$ cat src/rtl/epp_pkg.sv
package epp_pkg;
  localparam int NUM_PEAKS = 4;
  localparam int PASS_W = $clog2(NUM_PEAKS);

  // strobes from control to datapath, one cycle each
  typedef struct packed {
    logic wrEn;      // write sample at addr
    logic startEn;   // clear exclusion vector and running best
    logic scanEn;    // compare entry at addr with running best
    logic markEn;    // stage pass winner and bar its neighbourhood
    logic commitEn;  // copy staged slots to outputs
    logic [PASS_W-1:0] pass;
  } ctlStrobes_t;
endpackage

$ cat src/rtl/epp_ctrl.sv
module epp_ctrl
  import epp_pkg::*;
#(
  parameter int DEPTH = 192,
  localparam int IDX_W = $clog2(DEPTH)
) (
  input  logic             clk,
  input  logic             rstN,
  input  logic             sampleValid,
  output ctlStrobes_t      ctl,
  output logic [IDX_W-1:0] addr,
  output logic             done
);
  localparam logic [IDX_W-1:0] LAST_POS = IDX_W'(DEPTH - 1);
  localparam logic [PASS_W-1:0] LAST_PASS = PASS_W'(NUM_PEAKS - 1);

  typedef enum logic [1:0] {LOAD, SCAN, MARK, PUBLISH} state_t;

  state_t            state;
  logic [IDX_W-1:0]  cnt;
  logic [PASS_W-1:0] passCnt;

  always_ff @(posedge clk or negedge rstN) begin
    if (!rstN) begin
      state   <= LOAD;
      cnt     <= '0;
      passCnt <= '0;
      done    <= 1'b0;
    end else begin
      done <= (state == PUBLISH);
      unique case (state)
        LOAD: if (sampleValid) begin
          if (cnt == LAST_POS) begin
            cnt     <= '0;
            passCnt <= '0;
            state   <= SCAN;
          end else begin
            cnt <= cnt + 1'b1;
          end
        end
        SCAN: begin
          if (cnt == LAST_POS) begin
            cnt   <= '0;
            state <= MARK;
          end else begin
            cnt <= cnt + 1'b1;
          end
        end
        MARK: begin
          if (passCnt == LAST_PASS) begin
            state <= PUBLISH;
          end else begin
            passCnt <= passCnt + 1'b1;
            state   <= SCAN;
          end
        end
        PUBLISH: state <= LOAD;
        default: state <= LOAD;
      endcase
    end
  end

  always_comb begin
    ctl          = '0;
    ctl.pass     = passCnt;
    ctl.wrEn     = (state == LOAD) && sampleValid;
    ctl.startEn  = (state == LOAD) && sampleValid && (cnt == LAST_POS);
    ctl.scanEn   = (state == SCAN);
    ctl.markEn   = (state == MARK);
    ctl.commitEn = (state == PUBLISH);
    addr         = cnt;
  end


  done_pulse_chk: assert property (@(posedge clk) disable iff (!rstN)
    done |=> !done);


  commit_after_mark_chk: assert property (@(posedge clk) disable iff (!rstN)
    ctl.commitEn |-> $past(ctl.markEn));


  busy_no_write_chk: assert property (@(posedge clk) disable iff (!rstN)
    (ctl.scanEn || ctl.markEn) |=> !ctl.wrEn || !$past(ctl.markEn && (passCnt != LAST_PASS)));
endmodule

$ cat src/rtl/epp_datapath.sv
module epp_datapath
  import epp_pkg::*;
#(
  parameter int DEPTH = 192,
  parameter int SAMPLE_W = 8,
  localparam int IDX_W = $clog2(DEPTH),
  localparam int MAG_W = SAMPLE_W + 1
) (
  input  logic                          clk,
  input  logic                          rstN,
  input  ctlStrobes_t                   ctl,
  input  logic [IDX_W-1:0]              addr,
  input  logic signed [SAMPLE_W-1:0]    sampleI,
  input  logic signed [SAMPLE_W-1:0]    sampleQ,
  input  logic [MAG_W-1:0]              threshold,
  output logic [NUM_PEAKS*IDX_W-1:0]    peakIdx,
  output logic [NUM_PEAKS*SAMPLE_W-1:0] peakI,
  output logic [NUM_PEAKS*SAMPLE_W-1:0] peakQ,
  output logic [NUM_PEAKS-1:0]          peakValid,
  output logic                          found
);
  function automatic logic [MAG_W-1:0] magOf(input logic signed [SAMPLE_W-1:0] i,
                                             input logic signed [SAMPLE_W-1:0] q);
    logic signed [SAMPLE_W:0] ei;
    logic signed [SAMPLE_W:0] eq;
    ei = i;
    eq = q;
    if (ei < 0) ei = -ei;
    if (eq < 0) eq = -eq;
    return $unsigned(ei) + $unsigned(eq);
  endfunction

  logic signed [SAMPLE_W-1:0] memI [DEPTH];
  logic signed [SAMPLE_W-1:0] memQ [DEPTH];
  logic [DEPTH-1:0]           barred;

  logic [MAG_W-1:0]           bestMag;
  logic [IDX_W-1:0]           bestIdx;
  logic signed [SAMPLE_W-1:0] bestI, bestQ;

  logic [IDX_W-1:0]           stIdx [NUM_PEAKS];
  logic signed [SAMPLE_W-1:0] stI   [NUM_PEAKS];
  logic signed [SAMPLE_W-1:0] stQ   [NUM_PEAKS];
  logic [NUM_PEAKS-1:0]       stValid;

  logic [MAG_W-1:0]           curMag;
  logic                       winHit;

  // estimate buffer
  always_ff @(posedge clk) begin
    if (ctl.wrEn) begin
      memI[addr] <= sampleI;
      memQ[addr] <= sampleQ;
    end
  end

  always_comb begin
    curMag = barred[addr] ? '0 : magOf(memI[addr], memQ[addr]);
    winHit = bestMag > threshold;
  end

  // running best, exclusion vector and per-pass staging
  always_ff @(posedge clk or negedge rstN) begin
    if (!rstN) begin
      barred  <= '0;
      bestMag <= '0;
      bestIdx <= '0;
      bestI   <= '0;
      bestQ   <= '0;
      stValid <= '0;
      for (int k = 0; k < NUM_PEAKS; k++) begin
        stIdx[k] <= '0;
        stI[k]   <= '0;
        stQ[k]   <= '0;
      end
    end else if (ctl.startEn) begin
      barred  <= '0;
      bestMag <= '0;
      bestIdx <= '0;
      bestI   <= '0;
      bestQ   <= '0;
    end else if (ctl.scanEn) begin
      if (curMag > bestMag) begin
        bestMag <= curMag;
        bestIdx <= addr;
        bestI   <= memI[addr];
        bestQ   <= memQ[addr];
      end
    end else if (ctl.markEn) begin
      stValid[ctl.pass] <= winHit;
      stIdx[ctl.pass]   <= winHit ? bestIdx : '0;
      stI[ctl.pass]     <= winHit ? bestI : '0;
      stQ[ctl.pass]     <= winHit ? bestQ : '0;
      for (int j = 0; j < DEPTH; j++) begin
        if ((j + 2 >= int'(bestIdx)) && (j <= int'(bestIdx) + 2)) barred[j] <= 1'b1;
      end
      bestMag <= '0;
      bestIdx <= '0;
      bestI   <= '0;
      bestQ   <= '0;
    end
  end

  // result registers, all slots in one edge
  always_ff @(posedge clk or negedge rstN) begin
    if (!rstN) begin
      peakIdx   <= '0;
      peakI     <= '0;
      peakQ     <= '0;
      peakValid <= '0;
      found     <= 1'b0;
    end else if (ctl.commitEn) begin
      for (int k = 0; k < NUM_PEAKS; k++) begin
        peakIdx[k*IDX_W +: IDX_W]       <= stIdx[k];
        peakI[k*SAMPLE_W +: SAMPLE_W]   <= stI[k];
        peakQ[k*SAMPLE_W +: SAMPLE_W]   <= stQ[k];
      end
      peakValid <= stValid;
      found     <= stValid[0];
    end
  end


  hold_results_chk: assert property (@(posedge clk) disable iff (!rstN)
    !ctl.commitEn |=> $stable({peakIdx, peakI, peakQ, peakValid, found}));


  found_slot0_chk: assert property (@(posedge clk) disable iff (!rstN)
    found == peakValid[0]);

  always @(posedge clk) begin
    if (rstN) begin
      for (int a = 0; a < NUM_PEAKS; a++) begin
        for (int b = a + 1; b < NUM_PEAKS; b++) begin
          if (peakValid[a] && peakValid[b]) begin

            spacing_chk: assert ((int'(peakIdx[a*IDX_W +: IDX_W]) - int'(peakIdx[b*IDX_W +: IDX_W]) >= 3) ||
                                 (int'(peakIdx[b*IDX_W +: IDX_W]) - int'(peakIdx[a*IDX_W +: IDX_W]) >= 3));
          end
        end
      end
      for (int k = 1; k < NUM_PEAKS; k++) begin
        if (peakValid[k]) begin

          order_chk: assert (peakValid[k-1] &&
            (magOf(peakI[(k-1)*SAMPLE_W +: SAMPLE_W], peakQ[(k-1)*SAMPLE_W +: SAMPLE_W]) >=
             magOf(peakI[k*SAMPLE_W +: SAMPLE_W], peakQ[k*SAMPLE_W +: SAMPLE_W])));
        end
      end
    end
  end
endmodule

$ cat src/rtl/echo_peak_picker.sv
module echo_peak_picker
  import epp_pkg::*;
#(
  parameter int DEPTH = 192,
  parameter int SAMPLE_W = 8,
  localparam int IDX_W = $clog2(DEPTH),
  localparam int MAG_W = SAMPLE_W + 1
) (
  input  logic                          clk,
  input  logic                          rstN,
  input  logic                          sampleValid,
  input  logic signed [SAMPLE_W-1:0]    sampleI,
  input  logic signed [SAMPLE_W-1:0]    sampleQ,
  input  logic [MAG_W-1:0]              threshold,
  output logic [NUM_PEAKS*IDX_W-1:0]    peakIdx,
  output logic [NUM_PEAKS*SAMPLE_W-1:0] peakI,
  output logic [NUM_PEAKS*SAMPLE_W-1:0] peakQ,
  output logic [NUM_PEAKS-1:0]          peakValid,
  output logic                          found,
  output logic                          done
);
  ctlStrobes_t      ctl;
  logic [IDX_W-1:0] addr;

  epp_ctrl #(.DEPTH(DEPTH)) u_ctrl (
    .clk         (clk),
    .rstN        (rstN),
    .sampleValid (sampleValid),
    .ctl         (ctl),
    .addr        (addr),
    .done        (done)
  );

  epp_datapath #(.DEPTH(DEPTH), .SAMPLE_W(SAMPLE_W)) u_dp (
    .clk       (clk),
    .rstN      (rstN),
    .ctl       (ctl),
    .addr      (addr),
    .sampleI   (sampleI),
    .sampleQ   (sampleQ),
    .threshold (threshold),
    .peakIdx   (peakIdx),
    .peakI     (peakI),
    .peakQ     (peakQ),
    .peakValid (peakValid),
    .found     (found)
  );
endmodule

$ cat config.mk
export PLATFORM = sky130hd
export DESIGN_NAME = echo_peak_picker
export DESIGN_NICKNAME = d
export VERILOG_FILES = /design/src/rtl/epp_pkg.sv /design/src/rtl/epp_ctrl.sv /design/src/rtl/epp_datapath.sv /design/src/rtl/echo_peak_picker.sv
export SDC_FILE = /design/constraint.sdc
export NUM_CORES = 2
export LEC_CHECK = 0
export BUFFER_PORTS_ARGS = -buffer_cell sky130_fd_sc_hd__buf_2
export CAP_MARGIN = 20
export CORE_ASPECT_RATIO = 1.5
export CORE_UTILIZATION = 45
export DETAILED_ROUTE_END_ITERATION = 8
export GPL_TIMING_DRIVEN = 0
export PLACE_DENSITY = 0.61
export RECOVER_POWER = 100
export REMOVE_ABC_BUFFERS = 1
export SETUP_SLACK_MARGIN = 0.5
export SYNTH_ARGS = -nofsm -noshare
export SYNTH_HDL_FRONTEND = slang
export SYNTH_SLANG_ARGS = --single-unit
$ cat constraint.sdc
create_clock -name clk -period 8.8 [get_ports clk]
set_input_delay 0 -clock clk [delete_from_list [all_inputs] [get_ports clk]]
set_output_delay 0 -clock clk [all_outputs]
set_load 0.01 [all_outputs]
# == Word-level counts from Yosys, hierarchy flattened ==
# Memories as Yosys holds them, arrays and structs flattened.
# Index checks and enable logic that the tools add are counted.
# totals
input_bits,28
out_inout_bits,102
ramBits,3072
n_memories,2
ff_bits,439
# memory_table
memory,depth,width,rd,rd_ports_with_merged_regs,wr,line_no,rtl
u_dp.memI,192,8,1,0,1,epp_datapath.sv:33,logic signed [SAMPLE_W-1:0] memI [DEPTH];
u_dp.memQ,192,8,1,0,1,epp_datapath.sv:34,logic signed [SAMPLE_W-1:0] memQ [DEPTH];
# classes
bitwise_logic,3
reduce_logical,590
addsub,6
order_cmp,393
n_eq_ne,11
mux,239
# ops
operator,count
$le A8 B32 Y1 const A,64
$le A9 B32 Y1 const A,64
$le A7 B32 Y1 const A,32
$reduce_and A3 Y1,194
$mux W192,3
$ge A8 B8 Y1 const A,66
$ge A7 B8 Y1 const A,64
$le A6 B32 Y1 const A,16
$reduce_bool A2 Y1,195
$ge A6 B8 Y1 const A,32
$le A5 B32 Y1 const A,8
$logic_and A1 B1 Y1,196
$mux W1,196
$ge A5 B8 Y1 const A,16
$le A4 B32 Y1 const A,4
$mux W8,16
$bwmux W32,3
$ge A4 B8 Y1 const A,8
$le A3 B32 Y1 const A,2
$mux W9,7
$ge A3 B8 Y1 const A,4
$le A1 B32 Y1 const A,1
$le A2 B32 Y1 const A,1
$gt A9 B9 Y1,2
other kinds (32),48

# == Logic depth before layout (Yosys ltp) ==
# An unclocked memory read counts as a cell.
# logic_depth
word_depth,9
ltp_mapped,35
mapped_depth_nobuf,26

# == By module ==
# A second synthesis with hierarchy kept.
# unflattened
cells_unflattened,7665
area_unflattened_um2,140772.5
# by_module_without_submodules
module,area_each_um2,seq_area_each_um2,instances,cells_per_inst
epp_datapath,140049.3,102883.7,1,7592
epp_ctrl,723.2,325.3,1,73

# == Worst setup path before layout ==
# OpenSTA, ideal clock, no wires.
# synth_timing
path_type,register to register
start,"reg u_ctrl.cnt[1], in the netlist u_ctrl.addr[1]"
end,reg u_dp.bestIdx[4]
t_arrival_ns,5.998
t_required_ns,8.657
path_stages_with_launch,33
path_slack_ns,2.659
synth_period_minus_slack_ns,6.141
setup_time_ns,0.143
cell_sequence,dfrtp_1 -> buf_4 -> buf_2 -> buf_4 -> buf_2 -> clkbuf_1 -> clkbuf_1 -> mux4_2 -> o211ai_1 -> nand4_1 -> nor4_1 -> nand3_1 -> inv_1 -> ha_1 -> o21ai_0 -> inv_1 -> ha_1 -> a21o_1 -> a21oi_1 -> o21bai_1 -> a21oi_1 -> o21bai_1 -> a21oi_1 -> xor2_1 -> nor2_1 -> ha_1 -> nand2_1 -> a21o_1 -> a311o_1 -> clkbuf_1 -> clkbuf_1 -> nand2_1 -> o21ai_0
# synth_via
elab_chain_cells,8
# synth_lines
element,line_no,rtl
from (decl),epp_ctrl.sv:20,logic [IDX_W-1:0] cnt;
from (signal assigned),epp_ctrl.sv:38,cnt <= cnt + 1'b1;
from (signal assigned),epp_ctrl.sv:46,cnt <= cnt + 1'b1;
$mem_v2 Z192 W8 (on tied branches),-,
"$neg A8 Y9, or another cell as far along",epp_datapath.sv:28,if (ei < 0) ei = -ei;
$mux W9 (on tied branches),"epp_datapath.sv:28, epp_datapath.sv:29",
$add A9 B9 Y9,epp_datapath.sv:30,return $unsigned(ei) + $unsigned(eq);
$mux W9,epp_datapath.sv:58,"curMag = barred[addr] ? '0 : magOf(memI[addr], memQ[addr]);"
$gt A9 B9 Y1,epp_datapath.sv:83,if (curMag > bestMag) begin
$ne A3 B1 Y1 (no line),-,
$reduce_and A2 Y1 (no line),-,
to (signal assigned),epp_datapath.sv:85,bestIdx <= addr;
to (decl),epp_datapath.sv:38,logic [IDX_W-1:0] bestIdx;
# Several ways; a longest one is shown, not always the timed one. The select of a mux whose other input is x is not followed.
# A chain may end at the register's enable or synchronous reset.

# == Worst setup path in the final report ==
# layout_timing
start,"reg u_ctrl.cnt[3], in the netlist u_ctrl.addr[3]"
end,reg u_dp.barred[28]
# layout_via
elab_chain_cells,4
# layout_lines
element,line_no,rtl
$eq A8 B8 Y1 *,epp_ctrl.sv:67,ctl.startEn = (state == LOAD) && sampleValid && (cnt == LAST_POS);
$logic_and A1 B1 Y1 *,epp_ctrl.sv:67,
$ne A2 B1 Y1 (no line) / $reduce_bool A2 Y1 (equally long branches),-,
$reduce_and A3 Y1 (no line),-,
to (decl),epp_datapath.sv:35,logic [DEPTH-1:0] barred;
# Every way passes the cells marked *; elsewhere a longest branch is shown, timed or not.

==> qor.yml <==
outcome:
  outcome: "finished with violations"
  violations: "capacitance limit, slew limit"
critical_path:
  worst_path_largest_cell_delay_ns: 1.15
  rrSetupSlack_ns: 0.13
  crit_family: "simple AND/OR/NAND/NOR gates"
  regToRegEndpoint: "u_dp.barred[28]"
  worstPathArrival_ns: 9.50
  cp_max_fo: 43
  crit_type: "reg2reg"
  cp_cell_sequence: "buf_16 -> and2_4 -> buf_16 -> nand2_1 -> clkbuf_1 -> nor2_1 -> clkbuf_1 -> o21ba_1 -> buf_16 -> nand2_1 -> a221oi_1 -> nor2_1 -> nor2_1"
  crit_buf_inv: 5
  reg2regPathDepth: 13
  endpoint_kind: "flop"
  required_ns: 9.63
  timing.rr.start: "u_ctrl.addr[3]"
  crit_path_start_kind: "flop"
  cpMaxStageDelayCell: "clkbuf_1"
sta:
  finalSetupViolations: 0
  finalCriticalPeriod_ns: 8.668
  finalHoldViolCount: 0
  relSlewSlack_pct: -331.7
  slew_viol_final: 3740
  fmax_mhz: 115.4
  worst_slack_ns: 0.1325
  period_share_pct: 98.49
  grt_setup_unrepaired: "no"
  hold_slack_ns: 0.1701
  worst-slew-pin-transition_ns: 6.476
  finClkSkew_ns: 0.09557
synth:
  yosys-top-cells-area: "edfxtp_1, mux4_2, dfrtp_1"
  synth_top_cell_by_area: "edfxtp_1"
  synth_top_area_share_pct: 65.45
  ys_seq_elements: 3510
  synthFlopType: "edfxtp_1"
  synthDistinctLibCells: 85
  synthTopCellsByCount: "edfxtp_1, mux4_2, nor2_1"
  yosysMostFrequentCell: "edfxtp_1"
  syn_inst: 7734
  synth-edff-count: 3072
  ys_seq_area_share_pct: 73.22
  syn_area_um2: 141000
  avgSynthCellArea_um2: 18.23
  ys.warnings.count: 0
  ys_async_sr_fraction_pct: 12.48
min_path:
  holdPathStages: 7
  hold_class: "in2reg"
  hold_end: "u_dp.stIdx[13]"
  hp-start: "threshold[7]"
clock_tree:
  htreeDepth: 5
  clk_path_buf_depth: 4
  ctsRootBufferMaster: "clkbuf_16"
  cts_buffers: 335
  cts_tree: "yes"
  cts.sinks: 3510
  clock_latency_ns: 0.94
  clk_pin_slew_worst_paths_ns: 0.07
global_routing:
  first_global_vias: 80070
  antenna_found_initial: 18
  grt_start_max_net_pins: 131
  grt_usage_pct: 28.10
  grt_pass1_wl_mm: 622.8
  overflow: 0
power:
  ir_drop_mv: 0.1562
  p_total_mw: 32.64
  leakage_nw: 53.81
  powerDensity_nw_per_um2: 204.7
die:
  rows: 251
  die_w_um: 459.0
  io_pins: 130
  initial_utilization_pct: 45.24
  die-height_um: 687.5
  core-area_um2: 311500
  die_area_um2: 315500
detailed_routing:
  vias: 79470
  avgRoutedWirePerCell_um: 35.61
  drc: 0
  detail-route-antenna-nets: 0
  avgViaCountPerCell: 6.322
  drt_iter0_markers: 10060
  drt-pass1-iter-count: 7
  routed_wirelength_mm: 447.7
layout:
  fillers: 25190
  nets: 8197
  area_growth_pct: 13.14
  fin_util_pct: 51.19
  stdcell_count: 12570
  drive_gt1_share_pct: 19.35
placement:
  preCtsSetupSlack_ns: -0.9051
  port_buffers: 129
  place_hpwl_mm: 296.9
  gp_congestion: 0.9447
  dp.cells: 11910
job:
  cap_viol_max_count: 56
## cells by family (layout without fill, tap and decap cells)
kind of cell / Yosys count / in the layout / share of synthesized area [%]
AOI/OAI and AO/OA: 1116 / 1116 / 5.126
and+or+nand+nor: 1353 / 1353 / 4.120
adders and majority gates: 46 / 46 / 0.4137
buffers and inverters: 562 / 1206 / 1.993
DFF: 3510 / 3510 / 73.22
xor gates and xnor gates: 27 / 27 / 0.1678
muxes: 1120 / 1120 / 14.96
other: 0 / 19 / 0
## state kept, by name, indices dropped and copies added (netlist names), 32 cells and up
signal,cells
u_dp.memQ,1536
u_dp.stIdx,32
u_dp.peakIdx,32
u_dp.peakI,32
u_dp.memI,1536
u_dp.barred,192
u_dp.stI,32
u_dp.peakQ,32
u_dp.stQ,32
## final cells by class
cell class	instances	area, um2	area share (%)
clock buffer	418	8960	5.619
multi-input combinational	3662	35280	22.13
clock inverter	174	1516	0.9509
timing repair buffer	559	4980	3.123
inverter	55	225.2	0.1412
tap	4174	5223	3.275
antenna	19	47.55	0.02981
sequential	3510	103200	64.74
## per-stage QoR
step | cell area (um2) | TNS (ns)
after floorplan | 138400 | -
after global placement | 144200 | -
after detailed placement | 152500 | -25.38
after CTS | 163600 | 0
after global routing | 159400 | 0
final | 159500 | 0
## worst min-delay path, stage by stage
cell     delay (ns)
buf_2          0.11
inv_1          0.05
ha_1           0.14
nand2_1        0.05
a21oi_1        0.13
nor2_1         0.29
o21ai_0        0.25
## layer usage
layer / global-route usage, % / routed length (um)
met1: 34.03 / 155100
met2: 46.48 / 220200
met3: 5.367 / 38650
met4: 17.43 / 33670
met5: 0 / 35
## layout by cell type, fill, tap and decap left out, drive strengths merged, types with 59 or more instances in the layout
| cell type | instances |
|---|---|
| inv | 59 |
| nand3 | 108 |
| a21oi | 191 |
| clkbuf | 785 |
| edfxtp | 3072 |
| nor2 | 562 |
| mux2 | 110 |
| mux4 | 778 |
| a31oi | 127 |
| o21ai | 268 |
| buf | 165 |
| a22oi | 199 |
| dfrtp | 438 |
| clkinv | 130 |
| nand2 | 461 |
| mux2i | 232 |
## worst max-delay path by stage
stage	cells past startpoint	end	from	slack, ns
after floorplan	5	u_dp.barred[0]	u_ctrl.addr[0]	-35.64
after global placement	23	u_dp.bestIdx[0]	u_ctrl.addr[1]	-71.82
after detailed placement	32	u_dp.bestMag[5]	u_ctrl.addr[0]	-0.91
after CTS	27	u_dp.bestQ[0]	u_ctrl.addr[4]	0.51
after global routing	28	u_dp.bestMag[7]	u_ctrl.addr[4]	0.26
final	13	u_dp.barred[28]	u_ctrl.addr[3]	0.13
## repair_timing
item,4_1_cts,5_1_grt
hold endpoints to repair,1997,0
gates resized for setup,36,10
pin swaps,6,8
endpoints found under the setup margin,33,33
buffers inserted,6,5
hold buffers,21,0
cloned,7,4
## power breakdown
| group | leakage [nW] | switching (mW) | internal [mW] |
|---|---|---|---|
| Sequential | 33.0 | 0 | 18.2 |
| Clock | 5.11 | 6.22 | 7.95 |
| Combinational | 15.7 | 0.300 | 0.0141 |
| Total | 53.8 | 6.52 | 26.1 |
(Power assumes the default switching activity.)
